**config.mk**
```make
export PLATFORM = sky130hd
export DESIGN_NAME = idx_ea_unit
export DESIGN_NICKNAME = d
export VERILOG_FILES = /design/src/rtl/idx_pkg.sv /design/src/rtl/idx_decode.sv /design/src/rtl/idx_operand.sv /design/src/rtl/idx_fsm.sv /design/src/rtl/idx_ea_unit.sv
export SDC_FILE = /design/constraint.sdc
export NUM_CORES = 1
export LEC_CHECK = 0
export BUFFER_PORTS_ARGS = -buffer_cell sky130_fd_sc_hd__buf_2
export CELL_PAD_IN_SITES_DETAIL_PLACEMENT = 0
export CELL_PAD_IN_SITES_GLOBAL_PLACEMENT = 2
export CORE_ASPECT_RATIO = 2
export CORE_MARGIN = 3
export CORE_UTILIZATION = 30
export DETAILED_ROUTE_END_ITERATION = 6
export GPL_TIMING_DRIVEN = 0
export PLACE_DENSITY_LB_ADDON = 0.1
export RECOVER_POWER = 50
export SKIP_LAST_GASP = 1
export SYNTH_ARGS = -nofsm -noshare
export SYNTH_HDL_FRONTEND = slang
export SYNTH_HIERARCHICAL = 1
export SYNTH_SLANG_ARGS = --single-unit
```
**constraint.sdc**
```tcl
create_clock -name clk -period 5 [get_ports clk]
set_clock_uncertainty 0.15 [all_clocks]
set_input_delay 1 -clock clk [delete_from_list [all_inputs] [get_ports clk]]
set_output_delay 1 -clock clk [all_outputs]
set_load 0.05 [all_outputs]
```
**src/rtl/idx_pkg.sv**
```systemverilog
package idx_pkg;
    localparam int unsigned ADDR_W = 16;
    localparam int unsigned BYTE_W = 8;
    localparam int unsigned RSEL_W = 2;

    typedef enum logic [2:0] {
        AM_K5,
        AM_K9,
        AM_K16,
        AM_AUTO,
        AM_ACC
    } am_t;

    typedef struct packed {
        am_t               am;
        logic [RSEL_W-1:0] rsel;
        logic [1:0]        n_ext;
        logic              ind;
        logic              pre;
        logic              sgn9;
        logic [1:0]        acc_sel;
        logic [ADDR_W-1:0] imm;
    } dec_t;

    typedef enum logic [2:0] {
        S_IDLE,
        S_EXT_A,
        S_EXT_B,
        S_PTR_HI,
        S_PTR_LO,
        S_DONE
    } st_t;
endpackage

```
**src/rtl/idx_decode.sv**
```systemverilog
module idx_decode
    import idx_pkg::*;
(
    input  logic [BYTE_W-1:0] pb,
    output dec_t              dec
);
    localparam int unsigned K5_W   = 5;
    localparam int unsigned STEP_W = 4;

    always_comb begin
        dec = '0;
        dec.am = AM_K5;
        if (!pb[5]) begin
            // short constant, sign in bit 4
            dec.am   = AM_K5;
            dec.rsel = pb[7:6];
            dec.imm  = {{(ADDR_W-K5_W){pb[4]}}, pb[K5_W-1:0]};
        end else if (pb[7:5] != 3'b111) begin
            // auto-modify: biased step code
            dec.am   = AM_AUTO;
            dec.rsel = pb[7:6];
            dec.pre  = ~pb[4];
            if (pb[3])
                dec.imm = {{(ADDR_W-STEP_W){1'b1}}, pb[STEP_W-1:0]};
            else
                dec.imm = {{(ADDR_W-STEP_W){1'b0}}, pb[STEP_W-1:0]} + 16'd1;
        end else begin
            dec.rsel = pb[4:3];
            if (!pb[2]) begin
                if (!pb[1]) begin
                    dec.am    = AM_K9;
                    dec.n_ext = 2'd1;
                    dec.sgn9  = pb[0];
                end else begin
                    dec.am    = AM_K16;
                    dec.n_ext = 2'd2;
                    dec.ind   = pb[0];
                end
            end else begin
                dec.am      = AM_ACC;
                dec.acc_sel = pb[1:0];
                dec.ind     = (pb[1:0] == 2'b11);
            end
        end
    end

    // only auto-modify can request a write-back, and never toward PC
    always_comb begin
        if (dec.am == AM_AUTO)
            assert (dec.rsel != 2'b11) else $error("p_auto_not_pc_r8");
    end
endmodule

```
**src/rtl/idx_operand.sv**
```systemverilog
module idx_operand
    import idx_pkg::*;
(
    input  dec_t              dec,
    input  logic [ADDR_W-1:0] x_val,
    input  logic [ADDR_W-1:0] y_val,
    input  logic [ADDR_W-1:0] sp_val,
    input  logic [ADDR_W-1:0] pc_val,
    input  logic [BYTE_W-1:0] acc_a,
    input  logic [BYTE_W-1:0] acc_b,
    output logic [ADDR_W-1:0] base,
    output logic [ADDR_W-1:0] off_init
);
    localparam int unsigned NREG = 1 << RSEL_W;

    logic [ADDR_W-1:0] bank [NREG];
    logic [ADDR_W-1:0] acc_off;

    assign bank[0] = x_val;
    assign bank[1] = y_val;
    assign bank[2] = sp_val;
    assign bank[3] = pc_val;

    assign base = bank[dec.rsel];

    always_comb begin
        unique case (dec.acc_sel)
            2'b00:   acc_off = {{(ADDR_W-BYTE_W){1'b0}}, acc_a};
            2'b01:   acc_off = {{(ADDR_W-BYTE_W){1'b0}}, acc_b};
            default: acc_off = {acc_a, acc_b};
        endcase
    end

    assign off_init = (dec.am == AM_ACC) ? acc_off : dec.imm;
endmodule

```
**src/rtl/idx_fsm.sv**
```systemverilog
module idx_fsm
    import idx_pkg::*;
(
    input  logic              clk,
    input  logic              rst_n,
    input  logic              start,
    input  dec_t              dec,
    input  logic [ADDR_W-1:0] base,
    input  logic [ADDR_W-1:0] off_init,
    input  logic              ext_valid,
    input  logic [BYTE_W-1:0] ext_byte,
    output logic              ext_ready,
    output logic              mem_req,
    output logic [ADDR_W-1:0] mem_addr,
    input  logic              mem_ack,
    input  logic [BYTE_W-1:0] mem_rdata,
    output logic              done,
    output logic [ADDR_W-1:0] ea,
    output logic [1:0]        ext_count,
    output logic              wb_en,
    output logic [RSEL_W-1:0] wb_sel,
    output logic [ADDR_W-1:0] wb_value
);
    st_t               state, nstate;
    dec_t              dec_q;
    logic [ADDR_W-1:0] base_q, off_q, ptr_q;
    logic [BYTE_W-1:0] hi_q;
    logic [ADDR_W-1:0] sum;

    assign sum = base_q + off_q;

    // next-state logic
    always_comb begin
        nstate = state;
        unique case (state)
            S_IDLE: begin
                if (start) begin
                    if (dec.n_ext != 2'd0) nstate = S_EXT_A;
                    else if (dec.ind)      nstate = S_PTR_HI;
                    else                   nstate = S_DONE;
                end
            end
            S_EXT_A: begin
                if (ext_valid)
                    nstate = (dec_q.n_ext == 2'd1) ? S_DONE : S_EXT_B;
            end
            S_EXT_B: begin
                if (ext_valid)
                    nstate = dec_q.ind ? S_PTR_HI : S_DONE;
            end
            S_PTR_HI: if (mem_ack) nstate = S_PTR_LO;
            S_PTR_LO: if (mem_ack) nstate = S_DONE;
            S_DONE:   nstate = S_IDLE;
            default:  nstate = S_IDLE;
        endcase
    end

    // state register and datapath registers
    always_ff @(posedge clk) begin
        if (!rst_n) begin
            state  <= S_IDLE;
            dec_q  <= '0;
            base_q <= '0;
            off_q  <= '0;
            ptr_q  <= '0;
            hi_q   <= '0;
        end else begin
            state <= nstate;
            unique case (state)
                S_IDLE: begin
                    if (start) begin
                        dec_q  <= dec;
                        base_q <= base;
                        off_q  <= off_init;
                    end
                end
                S_EXT_A: begin
                    if (ext_valid) begin
                        if (dec_q.n_ext == 2'd1)
                            off_q <= {{(ADDR_W-BYTE_W){dec_q.sgn9}}, ext_byte};
                        else
                            off_q[ADDR_W-1:BYTE_W] <= ext_byte;
                    end
                end
                S_EXT_B: if (ext_valid) off_q[BYTE_W-1:0] <= ext_byte;
                S_PTR_HI: if (mem_ack) hi_q <= mem_rdata;
                S_PTR_LO: if (mem_ack) ptr_q <= {hi_q, mem_rdata};
                default: ;
            endcase
        end
    end

    // outputs
    always_comb begin
        ext_ready = 1'b0;
        mem_req   = 1'b0;
        mem_addr  = '0;
        done      = 1'b0;
        ea        = '0;
        ext_count = '0;
        wb_en     = 1'b0;
        wb_sel    = '0;
        wb_value  = '0;
        unique case (state)
            S_EXT_A, S_EXT_B: ext_ready = 1'b1;
            S_PTR_HI: begin
                mem_req  = 1'b1;
                mem_addr = sum;
            end
            S_PTR_LO: begin
                mem_req  = 1'b1;
                mem_addr = sum + 16'd1;
            end
            S_DONE: begin
                done      = 1'b1;
                ext_count = dec_q.n_ext;
                if (dec_q.ind)
                    ea = ptr_q;
                else if (dec_q.am == AM_AUTO && !dec_q.pre)
                    ea = base_q;
                else
                    ea = sum;
                if (dec_q.am == AM_AUTO) begin
                    wb_en    = 1'b1;
                    wb_sel   = dec_q.rsel;
                    wb_value = sum;
                end
            end
            default: ;
        endcase
    end

    // done lasts one cycle
    p_done_pulse_r12: assert property (@(posedge clk) disable iff (!rst_n)
        done |=> !done);

    // a pending read holds request and address until acknowledged
    p_req_hold_r12: assert property (@(posedge clk) disable iff (!rst_n)
        (mem_req && !mem_ack) |=> (mem_req && $stable(mem_addr)));

    // the low pointer byte is read at the next (wrapping) address
    p_lo_addr_r5: assert property (@(posedge clk) disable iff (!rst_n)
        (state == S_PTR_HI && mem_ack) |=> (mem_req && mem_addr == $past(mem_addr) + 16'd1));

    // write-back never targets PC and only appears with done
    p_no_pc_wb_r8: assert property (@(posedge clk) disable iff (!rst_n)
        wb_en |-> (done && wb_sel != 2'b11));

    // no memory traffic while waiting for stream bytes
    p_ext_no_mem_r12: assert property (@(posedge clk) disable iff (!rst_n)
        ext_ready |-> !mem_req);

    // a start pulse mid-operation does not restart the sequence
    p_busy_ignore_r12: assert property (@(posedge clk) disable iff (!rst_n)
        (start && state == S_EXT_B && !ext_valid) |=> (state == S_EXT_B));
endmodule

```
**src/rtl/idx_ea_unit.sv**
```systemverilog
module idx_ea_unit
    import idx_pkg::*;
(
    input  logic        clk,
    input  logic        rst_n,
    input  logic        start,
    input  logic [7:0]  postbyte,
    input  logic        ext_valid,
    input  logic [7:0]  ext_byte,
    output logic        ext_ready,
    input  logic [15:0] x_val,
    input  logic [15:0] y_val,
    input  logic [15:0] sp_val,
    input  logic [15:0] pc_val,
    input  logic [7:0]  acc_a,
    input  logic [7:0]  acc_b,
    output logic        mem_req,
    output logic [15:0] mem_addr,
    input  logic        mem_ack,
    input  logic [7:0]  mem_rdata,
    output logic        done,
    output logic [15:0] ea,
    output logic [1:0]  ext_count,
    output logic        wb_en,
    output logic [1:0]  wb_sel,
    output logic [15:0] wb_value
);
    dec_t              dec;
    logic [ADDR_W-1:0] base, off_init;

    idx_decode u_decode (
        .pb  (postbyte),
        .dec (dec)
    );

    idx_operand u_operand (
        .dec      (dec),
        .x_val    (x_val),
        .y_val    (y_val),
        .sp_val   (sp_val),
        .pc_val   (pc_val),
        .acc_a    (acc_a),
        .acc_b    (acc_b),
        .base     (base),
        .off_init (off_init)
    );

    idx_fsm u_fsm (
        .clk       (clk),
        .rst_n     (rst_n),
        .start     (start),
        .dec       (dec),
        .base      (base),
        .off_init  (off_init),
        .ext_valid (ext_valid),
        .ext_byte  (ext_byte),
        .ext_ready (ext_ready),
        .mem_req   (mem_req),
        .mem_addr  (mem_addr),
        .mem_ack   (mem_ack),
        .mem_rdata (mem_rdata),
        .done      (done),
        .ea        (ea),
        .ext_count (ext_count),
        .wb_en     (wb_en),
        .wb_sel    (wb_sel),
        .wb_value  (wb_value)
    );
endmodule

```
# Yosys cells after proc, flatten, opt, wreduce, memory -nomap -nowiden
# Cells that the tools add are included.
# classes
n_bitwise,2
eq_ne,17
n_addsub,3
order_cmp,1
mux,54
n_reduce_logical,15
# ops
operator,n
$mux 16,13
$pmux 16 s2,2
$mux 3,12
$bmux 16 s2,1
$mux 8,3
$pmux 8 s3,1
$add 16x1->16 const B,1
$add 16x16->16,1
$pmux 8 s2,1
$pmux 3 s5,1
$mux 2,7
$mux 1,10
$mux 5,2
$ne 2x2->1 const B,5
$reduce_and 5->1,2
$eq 3x2->1 const B,3
$eq 3x3->1 const B,3
$mux 7,1
$reduce_and 2->1,3
$add 4x1->5 const B,1
$eq 2x1->1 const B,2
$reduce_bool 2->1,2
$reduce_or 2->1,2
$eq 3x1->1 const B,1
12 further kinds,12
# totals
input_bits,109
reg_bits,69
output_inout_bits,56

# Depth between registers and ports, before layout
# Gate-level depths: netlist of the first run.
# depth
word_depth,9
depth_mapped,13
ltp_nobuf,12

# By module
# The synthesis of the first run kept the hierarchy.
# modules_own_cells
mod,area_each_um2,cells_each,instances,seq_area_each_um2
idx_fsm,4795.8,643,1,1381.3
idx_operand,738.2,75,1,0.0
idx_decode,349.1,48,1,0.0

# Least setup slack after synthesis of the first run
# No wires, ideal clock.
# synth_timing
path_type,flip-flop to output port
startpoint,register u_fsm.base_q[0]
endpoint,output port mem_addr[15]
path_stages_with_launch,13
required_time_ns,3.850
path_buffers,0
t_arrival_ns,3.276
setup_slack_ns,0.574
cell_sequence,dfxtp_1 ha_1 inv_1 fa_1 and2b_4 o31ai_2 a21o_4 a211o_1 nand3b_4 nor4_4 nand4_1 xnor2_1 o22ai_1
# synth_via
elab_chain_len,3
# synth_rtl
element,line,source
"start, declared",idx_fsm.sv:26,"logic [ADDR_W-1:0] base_q, off_q, ptr_q;"
"start signal, assigned",idx_fsm.sv:73,base_q <= base;
$add 16x16->16 *,idx_fsm.sv:30,assign sum = base_q + off_q;
$add 16x1->16,idx_fsm.sv:112,mem_addr = sum + 16'd1;
$pmux 16 s2 *,idx_fsm.sv:104,unique case (state)
"end, declared",idx_ea_unit.sv:18,"output logic [15:0] mem_addr,"
# Mark *: on every way between the ends. The rest lies on a longest branch, timed or not.

# Final worst setup path of the first run
# Ends and elaborated chain as after synthesis.

==> metrics.yaml, run 1 <==
clock_tree:
  numCtsBuffers: 9
  cts.sinks: 69
  cts_buffer_depth: 2
  clk_latency_ns: 0.35
  cts_resized: 0
  cts_hold_buf: 0
  cts_tree: "built"
  cts_setup_buffers: 0
  h-tree-depth: 3
  path_clk_slew_ns: 0.06
  root_buffer: "clkbuf_16"
logic_synthesis:
  netlist_area_um2: 5883
  synthFlopType: "dfxtp_1"
  synth_fp_nets: 895
  synth_top_area_share_pct: 23.48
  synth.most_common_cell: "nand2_1"
  yosysSeqAreaShare_pct: 23.48
  synth_edf_count: 0
  synth_top_area_cell: "dfxtp_1"
  synthCells: 766
  synth_async_sr_flop_share_pct: 0
  synthDistinctLibCells: 78
  syn_area_per_cell_um2: 7.680
  synth_common_cells: "nand2_1, dfxtp_1, nor2_1, a21boi_0, clkbuf_1"
  yosysWarningCount: 6
  ys_ff_latch: 69
  yosys-top-cells-area: "dfxtp_1, nand2_1, a21boi_0, mux4_2, mux2i_1"
sta:
  drv_slew: 0
  setup_viol: 0
  tightestPinTransition_ns: 1.253
  timing.slew.headroom_pct: 16.26
  finalHoldViolations: 0
  setup-tns-final_ns: 0
  fmax_mhz: 206.5
  period_share_pct: 96.83
  rsz0062_at_grt: "false"
  layout_min_cycle_time_ns: 4.842
  hold_slack_ns: 0.3069
finish:
  antennaDiodeCount: 0
  area_growth_pct: 24.10
  multi_input_area_um2: 4076
  nFillCells: 2143
  drive_above_1_share_pct: 25.85
  post-route-util_pct: 38.40
  final_nets: 1068
  finalInstanceArea_um2: 7301
  final-seq-area_um2: 1381
job:
  cap_violations: 0
min_path:
  min_from: "u_fsm/dec_q[24]"
  whs_path_depth: 2
  holdPathEnd: "u_fsm/dec_q[24]"
  hold_class: "reg -> reg"
detailed_routing:
  firstDrtPassIters: 4
  drt_wl_total_um: 22570
  drc_errors: 0
  vias: 5991
  post_drt_wl_per_cell_um: 18.82
  drtIter0Drc: 209
  drtAntennaViolNets: 0
  viasPerCell: 4.997
power_and_ir_drop:
  share_comb_of_total_power_pct: 57.1
  ir_drop_uv: 198.4
  p_clk_share_pct: 20.5
  swShare_pct: 47.87
  power.switching_w: 0.001665
  sequentialPowerShare_pct: 22.4
  p_leak_nw: 3.188
  powerDensity_nw_per_um2: 476.3
  internal-power_w: 0.001813
floorplanning:
  std_cell_rows: 71
  start_util_pct: 30.95
  io_pins: 165
  die_h_um: 204.0
  dieArea_um2: 21430
  core_um2: 19010
  die_w_um: 105.0
critical_path:
  critPathLaunchType: "register"
  ff2ff_setup_slack_ns: 2.34
  reg2reg_depth: 7
  cp_max_fo: 5
  rr_startpoint: "u_fsm/state[0]"
  reg2reg_to: "u_fsm/off_q[11]"
  path_class: "reg -> out"
  required_ns: 3.85
  cp.arrival_ns: 3.69
  end_kind: "output pin"
grt:
  grt_pass1_vias: 6190
  grt_overflow_total: 0
  grt_antenna_before_repair: 0
  grt_pass1_wl_um: 34210
  grt_usage_pct: 20.96
  grt_max_degree: 14
place:
  routabilityCongestion: 0.8513
  place_hpwl_um: 19300
  dpl-instance-area_um2: 7013
  portBuffers: 162
run_status:
  status: "finished clean"
[worst max-delay path by stage]
stage / to / depth (start not counted) / slack (ns) / start
after detailed placement: mem_addr[15] / 13 / 0.52 / u_fsm/base_q[0]
after floorplan: mem_addr[15] / 12 / 0.57 / u_fsm/base_q[0]
final: mem_addr[15] / 13 / 0.16 / u_fsm/base_q[0]
after global placement: mem_addr[15] / 13 / 0.52 / u_fsm/base_q[0]
after global routing: mem_addr[13] / 13 / 0.006 / u_fsm/base_q[0]
after CTS: mem_addr[15] / 13 / 0.12 / u_fsm/base_q[0]
[state kept, by name (all words and copies together), names as in the netlist]
register and cells:
u_fsm/state 3, u_fsm/hi_q 8, u_fsm/ptr_q 16, u_fsm/base_q 16
u_fsm/dec_q 10, u_fsm/off_q 16
[final cells by class]
| class | instances | area share, % |
|---|---|---|
| timing repair buffer | 162 | 11.17 |
| inverter | 18 | 0.9255 |
| clock buffer | 10 | 3.273 |
| multi-input combinational | 618 | 55.84 |
| buffer | 61 | 4.216 |
| tap | 255 | 4.370 |
| sequential | 69 | 18.92 |
| clock inverter | 6 | 1.285 |
[cells by family (layout without fill, tap and decap cells)]
| logic type | count (synthesis) | count (layout) | share of synthesized area, % |
|---|---|---|---|
| AND/OR/NAND/NOR | 335 | 335 | 25.90 |
| AO/OA/AOI/OAI | 186 | 186 | 22.52 |
| buffers and inverters | 79 | 257 | 7.018 |
| flip-flops | 69 | 69 | 23.48 |
| multiplexers | 43 | 43 | 10.80 |
| XOR/XNOR | 34 | 34 | 5.891 |
| adder cells (fa/ha/maj) | 20 | 20 | 4.381 |
[critical path, cell delays in order, from the launching register on]
cell and delay, ns:
dfxtp_1 0.40, ha_1 0.22, inv_1 0.06, fa_1 0.43
and2b_4 0.29, o31ai_2 0.10, a21o_4 0.25, a211o_1 0.39
nand3b_4 0.23, nor4_4 0.22, nand4_1 0.19, xnor2_1 0.17
o22ai_1 0.15, buf_4 0.24
[layout by cell type (no fill, tap or decap), types with 3 or more instances in the layout]
cell type	synthesis	routed
nor3_1	12	12
a21oi_1	26	26
o21ai_1	8	7
o211a_1	9	9
buf_1	4	3
o21ai_2	5	5
buf_4	10	12
nand3_1	27	27
and2_0	0	4
a21o_1	3	3
clkbuf_16	0	9
dfxtp_1	69	69
nand2_1	172	172
and3_1	5	5
mux2i_1	26	26
ha_1	19	19
o21ai_0	25	26
o22ai_1	16	16
a21boi_0	52	52
and2_1	11	7
mux4_2	16	16
xnor2_1	20	20
nand2b_1	4	4
xor2_1	9	9
clkbuf_1	31	37
nor2b_1	6	7
a31oi_1	10	10
a211oi_1	5	5
nor2_1	68	68
or3_1	6	6
inv_1	17	17
buf_2	7	167
nand4_1	4	4
o21a_1	4	4
[layer usage]
metal	GRT usage, %	up-vias	share of wire [%]
met5	0	-	0
met4	7.414	0	2.6
met3	3.573	26	3.4
met2	43.43	145	58
met1	19.96	2802	36
li1	-	3018	-
[power groups by stage]
stage | Combinational (W) | Sequential, W | Clock [W]
after floorplan | 0.00147 | 0.000728 | 0
after global placement | 0.00199 | 0.000791 | 0
after detailed placement | 0.00200 | 0.000793 | 0
after CTS | 0.00201 | 0.000781 | 0.000728
after global routing | 0.00218 | 0.000789 | 0.000752
final | 0.00199 | 0.000779 | 0.000714
[per-stage QoR]
step,worst slack (ns),total power [W],instances
final,0.1584,0.003478,1199
after CTS,0.1238,0.003516,1199
after detailed placement,0.5249,0.002794,1183
after floorplan,0.5744,0.002202,766
after global placement,0.5212,0.002776,1183
after global routing,0.005646,0.003724,1199
(Power assumes the default switching activity.)
==> run 2, diff against run 1 <==
--- a/config.mk
+++ b/config.mk
@@ -5,12 +5,13 @@
 export SDC_FILE = /design/constraint.sdc
 export NUM_CORES = 1
 export LEC_CHECK = 0
+export ABC_AREA = 1
 export BUFFER_PORTS_ARGS = -buffer_cell sky130_fd_sc_hd__buf_2
 export CELL_PAD_IN_SITES_DETAIL_PLACEMENT = 0
 export CELL_PAD_IN_SITES_GLOBAL_PLACEMENT = 2
 export CORE_ASPECT_RATIO = 2
 export CORE_MARGIN = 3
-export CORE_UTILIZATION = 30
+export CORE_UTILIZATION = 29
 export DETAILED_ROUTE_END_ITERATION = 6
 export GPL_TIMING_DRIVEN = 0
 export PLACE_DENSITY_LB_ADDON = 0.1
==> run 2 against run 1 <==
- critical path depth increased by 3
- critical path type unchanged
- core utilization fell by 1.8 points
- final cell count increased by 23%
- sequential share of layout area decreased by 0.58 points
- non-clock buffer count is 5 lower
- synthesized cell count rose by 35%
- wire length rose by 11%
==> metrics.yaml, run 2 <==
detailed_routing:
  drtIter0Drc: 277  # +33%
  vias: 7127  # +19%
  drt_wl_total_um: 25160  # +11%
  firstDrtPassIters: 4  # unchanged
  viasPerCell: 4.822  # -3.5%
  drtAntennaViolNets: 0  # unchanged
  post_drt_wl_per_cell_um: 17.02  # -9.6%
  drc_errors: 0  # unchanged
logic_synthesis:
  synth_fp_nets: 1162  # +30%
  synthFlopType: "dfxtp_1"
  yosysSeqAreaShare_pct: 22.57  # -0.91 points
  netlist_area_um2: 6121  # +4.0%
  synth_compound_area_share_pct: 22.06  # -0.47 points
  synth_common_cells: "nand2_1, inv_1, a21oi_1, o21ai_0, nand3_1"
  yosys-top-cells-area: "dfxtp_1, nand2_1, inv_1, a21oi_1, o21ai_0"
  muxShareOfSynthArea_pct: 0  # -11 points
  synthCells: 1033  # +35%
  synth_top_area_share_pct: 22.57  # -0.91 points
  synth_top_area_cell: "dfxtp_1"
  synthSimpleGateAreaFrac_pct: 35.85  # +10 points
  synth_async_sr_flop_share_pct: 0  # unchanged
  synthDistinctLibCells: 45  # -42%
  yosysWarningCount: 6  # unchanged
  synth_xor_area_share_pct: 0.1431  # -5.7 points
  synth_top_family_by_area: "simple AND/OR/NAND/NOR gates"
  synth_edf_count: 0  # unchanged
  synth_fa_ha_area_share_pct: 4.211  # -0.17 points
  ys_ff_latch: 69  # unchanged
  syn_area_per_cell_um2: 5.925  # -23%
  synth.most_common_cell: "nand2_1"
floorplanning:
  io_pins: 165  # unchanged
  std_cell_rows: 74  # +4.2%
  die_h_um: 211.5  # +3.6%
  core_um2: 20550  # +8.1%
  dieArea_um2: 22990  # +7.3%
  start_util_pct: 29.78  # -1.2 points
  die_w_um: 108.7  # +3.5%
power_and_ir_drop:
  sequentialPowerShare_pct: 22.1  # -0.3 points
  internal-power_w: 0.001765  # -2.7%
  powerDensity_nw_per_um2: 507.3  # +6.5%
  ir_drop_uv: 170.4  # -14%
  share_comb_of_total_power_pct: 59.3  # +2.2 points
  p_clk_share_pct: 18.6  # -1.9 points
  power.switching_w: 0.002056  # +24%
  swShare_pct: 53.82  # +5.9 points
  p_leak_nw: 3.789  # +19%
grt:
  grt_usage_pct: 21.96  # +1.0 points
  grt_antenna_before_repair: 1  # +1
  grt_pass1_wl_um: 38130  # +11%
  grt_pass1_vias: 7213  # +17%
  grt_overflow_total: 0  # unchanged
  grt_max_degree: 15  # +1
critical_path:
  crit_buf_inv: 4  # +2
  crit_family: "adder cells"
  path_cells: "ha_1, inv_1, fa_1, inv_1, ha_1, inv_1, nor2_1, nand2_2, nor2_4, nand3_2, nor2_2, nand3_2, o21ai_1, nand2_1, nand2_1, buf_2"
  cpPeakStageDelay_ns: 0.51  # +0.08 ns
  path_class: "reg -> out"
  required_ns: 3.85  # about the same
  crit_top_cell: "inv_1"
  cp_max_fo: 4  # -1
  critPathLaunchType: "register"
  critPathSlowestCell: "fa_1"
  end_kind: "output pin"
  cp.arrival_ns: 3.20  # -0.49 ns
job:
  cap_violations: 0  # unchanged
finish:
  nFillCells: 2462  # +15%
  drive_above_1_share_pct: 20.48  # -5.4 points
  reg.largest.list: "u_fsm/base_q x16, u_fsm/off_q x16, u_fsm/ptr_q x16"
  final_common_cell: "nand2_1"
  final_nets: 1335  # +25%
  layout_common_cells: "nand2_1, buf_2, inv_1"
  fin_cells: 1478  # +23%
  area_growth_pct: 23.06
place:
  routabilityCongestion: 0.8998  # +5.7%
  portBuffers: 162  # unchanged
  dp_cells: 1461  # +23%
  place_hpwl_um: 21650  # +12%
sta:
  rsz0062_at_grt: "false"
  layout_min_cycle_time_ns: 4.354  # -0.4874 ns
  setup-tns-final_ns: 0  # unchanged
  tightestPinTransition_ns: 1.126  # -0.1272 ns
  period_share_pct: 87.09  # -9.7 points
  drv_slew: 0  # unchanged
  setup_viol: 0  # unchanged
  fmax_mhz: 229.7  # +11%
  finalHoldViolations: 0  # unchanged
  timing.slew.headroom_pct: 24.35  # +8.1 points
clock_tree:
  root_buffer: "clkbuf_16"
  numCtsBuffers: 9  # unchanged
  h-tree-depth: 3  # unchanged
  path_clk_slew_ns: 0.06  # about the same
  cts.sinks: 69  # unchanged
  cts_resized: 0  # unchanged
  cts_setup_buffers: 0  # unchanged
  cts_hold_buf: 0  # unchanged
  cts_buffer_depth: 2  # unchanged
  cts_tree: "built"
  clk_latency_ns: 0.34  # about the same
min_path:
  hold_class: "reg -> reg"
run_status:
  status: "finished clean"
==> run 2: cell count changes after synthesis, moves of 20 or more <==
cell and change:
xnor2_1 -20, o211ai_1 +31, a21oi_1 +55, nand2_1 +134, inv_1 +120, a21boi_0 -51, nand3_1 +46, o21ai_0 +51
mux2i_1 -26
==> run 2: metal layers <==
layer / vias to the layer above / GRT usage, % / wire, um
met5: - / 0 / 0
met4: 0 / 13.21 / 1479
li1: 3704 / - / -
met3: 49 / 2.167 / 928
met1: 3181 / 21.32 / 8762
met2: 193 / 42.94 / 13990
==> run 2: area by class of cell <==
cell class | instances | area (um2) | share of cell area [%]
Tap cell | 266 | 332.8 | 4.419
Antenna cell | 1 | 2.502 | 0.03322
Sequential cell | 69 | 1381 | 18.34
Multi-Input combinational cell | 754 | 3781 | 50.20
Clock inverter | 7 | 105.1 | 1.395
Buffer | 56 | 310.3 | 4.120
Inverter | 154 | 584.3 | 7.757
Timing Repair Buffer | 162 | 809.5 | 10.75
Clock buffer | 9 | 225.2 | 2.990
==> run 2: power groups by stage <==
stage	combinational [W]	sequential [W]	clock, W
finish	0.00227	0.000844	0.000711
global route	0.00255	0.000846	0.000746
CTS	0.00231	0.000844	0.000728
detailed placement	0.00231	0.000856	0
global placement	0.00231	0.000856	0
floorplan	0.00167	0.000757	0
==> run 2: cells by family after synthesis <==
group           Yosys count
compound gates          239
xor+xnor                  1
fa+ha+maj                20
buf+inv                 210
flops                    69
simple gates            494
==> run 2: tightest hold or removal path, delay by kind of cell (launching register included) <==
| family | cells | cell delay (ns) |
|---|---|---|
| compound gates | 1 | 0.05 |
| buf+inv | 1 | 0.06 |
| flops | 1 | 0.30 |
==> run 2: worst paths after layout <==
check,from,end,slack [ns],cells past startpoint
hold / removal,u_fsm/dec_q[24],u_fsm/dec_q[24],0.31,2
hold reg to reg,u_fsm/dec_q[24],u_fsm/dec_q[24],0.31,2
setup reg to reg,u_fsm/state[1],u_fsm/state[1],2.16,9
setup / recovery,u_fsm/off_q[0],mem_addr[14],0.65,16
==> run 2: metrics by stage <==
| stage | area (um2) | worst slack, ns | util [%] | hold slack, ns | power [W] |
|---|---|---|---|---|---|
| 3_5_place_dp | 7264 | 0.9471 | 35.34 | 0.2966 | 0.003162 |
| 4_1_cts | 7595 | 0.5862 | 36.95 | 0.3061 | 0.003884 |
| 5_1_grt | 7532 | 0.3370 | 36.64 | 0.3294 | 0.004139 |
| 2_1_floorplan | 6121 | 1.074 | - | 0.2797 | 0.002425 |
| 3_3_place_gp | 7264 | 0.9524 | 35.34 | 0.2919 | 0.003166 |
| 6_report | 7532 | 0.6457 | 36.64 | 0.3052 | 0.003821 |
==> run 3, diff against run 2 <==
--- a/config.mk
+++ b/config.mk
@@ -14,7 +14,7 @@
 export CORE_UTILIZATION = 29
 export DETAILED_ROUTE_END_ITERATION = 6
 export GPL_TIMING_DRIVEN = 0
-export PLACE_DENSITY_LB_ADDON = 0.1
+export PLACE_DENSITY = 0.86
 export RECOVER_POWER = 50
 export SKIP_LAST_GASP = 1
 export SYNTH_ARGS = -nofsm -noshare
==> run 3 against run 2 <==
- setup slack got worse by 0.085 ns
- core utilization decreased by 0.23 points
- first-iteration DRC count increased by 22%
- sequential share of layout area increased by 0.11 points
- via count decreased by 1.2%
- largest cell class unchanged
==> metrics.yaml, run 3 (synthesis results as in run 2) <==
run_status:
  status: "finished clean"
sta:
  timing.slew.headroom_pct: 23.79  # -0.56 points
  finalHoldViolations: 0  # unchanged
  setup_slack_ns: 0.5606  # -0.08511 ns
  hold_slack_ns: 0.3032  # -0.001938 ns
  rsz0062_at_grt: "false"
  layout_min_cycle_time_ns: 4.439  # +0.08511 ns
  period_share_pct: 88.79  # +1.7 points
  drv_slew: 0  # unchanged
  fmax_mhz: 225.3  # -1.9%
  setup-tns-final_ns: 0  # unchanged
  setup_viol: 0  # unchanged
  tightestPinTransition_ns: 1.134  # +0.008291 ns
grt:
  grt_overflow_total: 0  # unchanged
  grt_usage_pct: 21.37  # -0.59 points
  grt_pass1_wl_um: 37330  # -2.1%
  grt_antenna_before_repair: 0  # -1
  grt_pass1_vias: 7016  # -2.7%
  grt_max_degree: 13  # -2
floorplanning:
  die_h_um: 211.5  # unchanged
  start_util_pct: 29.78  # unchanged
  die_w_um: 108.7  # unchanged
  core_um2: 20550  # unchanged
  std_cell_rows: 74  # unchanged
  dieArea_um2: 22990  # unchanged
  io_pins: 165  # unchanged
detailed_routing:
  drt_wl_total_um: 24510  # -2.6%
  viasPerCell: 4.770  # -1.1%
  firstDrtPassIters: 5  # +1
  drtIter0Drc: 337  # +22%
  drc_errors: 0  # unchanged
  post_drt_wl_per_cell_um: 16.61  # -2.5%
  vias: 7041  # -1.2%
  drtAntennaViolNets: 0  # unchanged
finish:
  area_growth_pct: 22.30
  post-route-util_pct: 36.42  # -0.23 points
  nFillCells: 2470  # +0.32%
  layout_common_cells: "nand2_1, buf_2, inv_1"
  final-seq-area_um2: 1381  # unchanged
  multi_input_area_um2: 3779  # about the same
  antennaDiodeCount: 0  # -1
  drive_above_1_share_pct: 20.41  # -0.066 points
  final_nets: 1335  # unchanged
  final_common_cell: "nand2_1"
  reg.largest.list: "u_fsm/base_q x16, u_fsm/off_q x16, u_fsm/ptr_q x16"
critical_path:
  path_class: "reg -> out"
  path_cells: "ha_1, inv_1, fa_1, inv_1, ha_1, inv_1, nor2_1, nand2_2, nor2_4, nand3_2, nor2_2, nand3_2, o21ai_1, nand2_1, nand2_1, buf_2"
  crit_family: "adder cells"
  required_ns: 3.85  # about the same
  cp_max_fo: 4  # unchanged
  critPathLaunchType: "register"
  crit_top_cell: "inv_1"
  cp.arrival_ns: 3.29  # +0.09 ns
  critPathSlowestCell: "fa_1"
  end_kind: "output pin"
  cpPeakStageDelay_ns: 0.52  # about the same
  crit_buf_inv: 4  # unchanged
place:
  portBuffers: 162  # unchanged
  place_hpwl_um: 21220  # -2.0%
  place_ws_ns: 0.9221  # -0.02493 ns
  routabilityCongestion: 0.8848  # -1.7%
clock_tree:
  h-tree-depth: 3  # unchanged
  root_buffer: "clkbuf_16"
  cts_buffer_depth: 2  # unchanged
  clk_latency_ns: 0.34  # about the same
  path_clk_slew_ns: 0.05  # about the same
  cts_setup_buffers: 0  # unchanged
  cts_tree: "built"
  cts_hold_buf: 0  # unchanged
  cts.sinks: 69  # unchanged
  cts_resized: 0  # unchanged
  numCtsBuffers: 9  # unchanged
power_and_ir_drop:
  power_w: 0.003718  # -2.7%
  powerDensity_nw_per_um2: 496.6  # -2.1%
  ir_drop_uv: 200.0  # +17%
  p_leak_nw: 3.758  # -0.80%
min_path:
  hold_class: "reg -> reg"
job:
  cap_violations: 0  # unchanged
run 3: where the power goes:
part | switching (W) | internal (W)
logic | 0.00162 | 0.000630
registers | 0.000156 | 0.000688
clock network | 0.000243 | 0.000382
total | 0.00202 | 0.00170
run 3: cell type report:
| type | count | share of cell area (%) |
|---|---|---|
| timing repair buffer | 162 | 10.80 |
| sequential | 69 | 18.45 |
| tap | 266 | 4.446 |
| clock buffer | 9 | 3.009 |
| buffer | 56 | 4.145 |
| multi-input combinational | 754 | 50.48 |
| inverter | 154 | 7.805 |
| clock inverter | 6 | 0.8691 |
run 3: metrics by stage:
stage               area, um2  std cells
floorplan                6121       1033
global placement         7264       1461
detailed placement       7264       1461
CTS                      7555       1476
global route             7486       1476
finish                   7486       1476
run 3: tightest hold or removal path, stage by stage (launching register included):
cell and delay, ns:
dfxtp_1 0.29, inv_1 0.06, a21oi_1 0.05
run 3: worst paths after layout:
check                                  endpoint             from  depth (start not counted)  slack, ns
worst min register to register  u_fsm/dec_q[26]  u_fsm/dec_q[26]                          2       0.30
worst max register to register   u_fsm/state[1]   u_fsm/state[2]                          9       2.19
worst max-delay path               mem_addr[14]   u_fsm/off_q[0]                         16       0.56
worst min-delay path            u_fsm/dec_q[26]  u_fsm/dec_q[26]                          2       0.30
run 3: routing by layer:
| metal | GRT usage, % | share of wire [%] | up-vias |
|---|---|---|---|
| li1 | - | - | 3699 |
| met4 | 9.285 | 4.3 | 0 |
| met5 | 0 | 0 | - |
| met3 | 2.350 | 3.2 | 37 |
| met1 | 21.05 | 36 | 3152 |
| met2 | 43.00 | 57 | 153 |
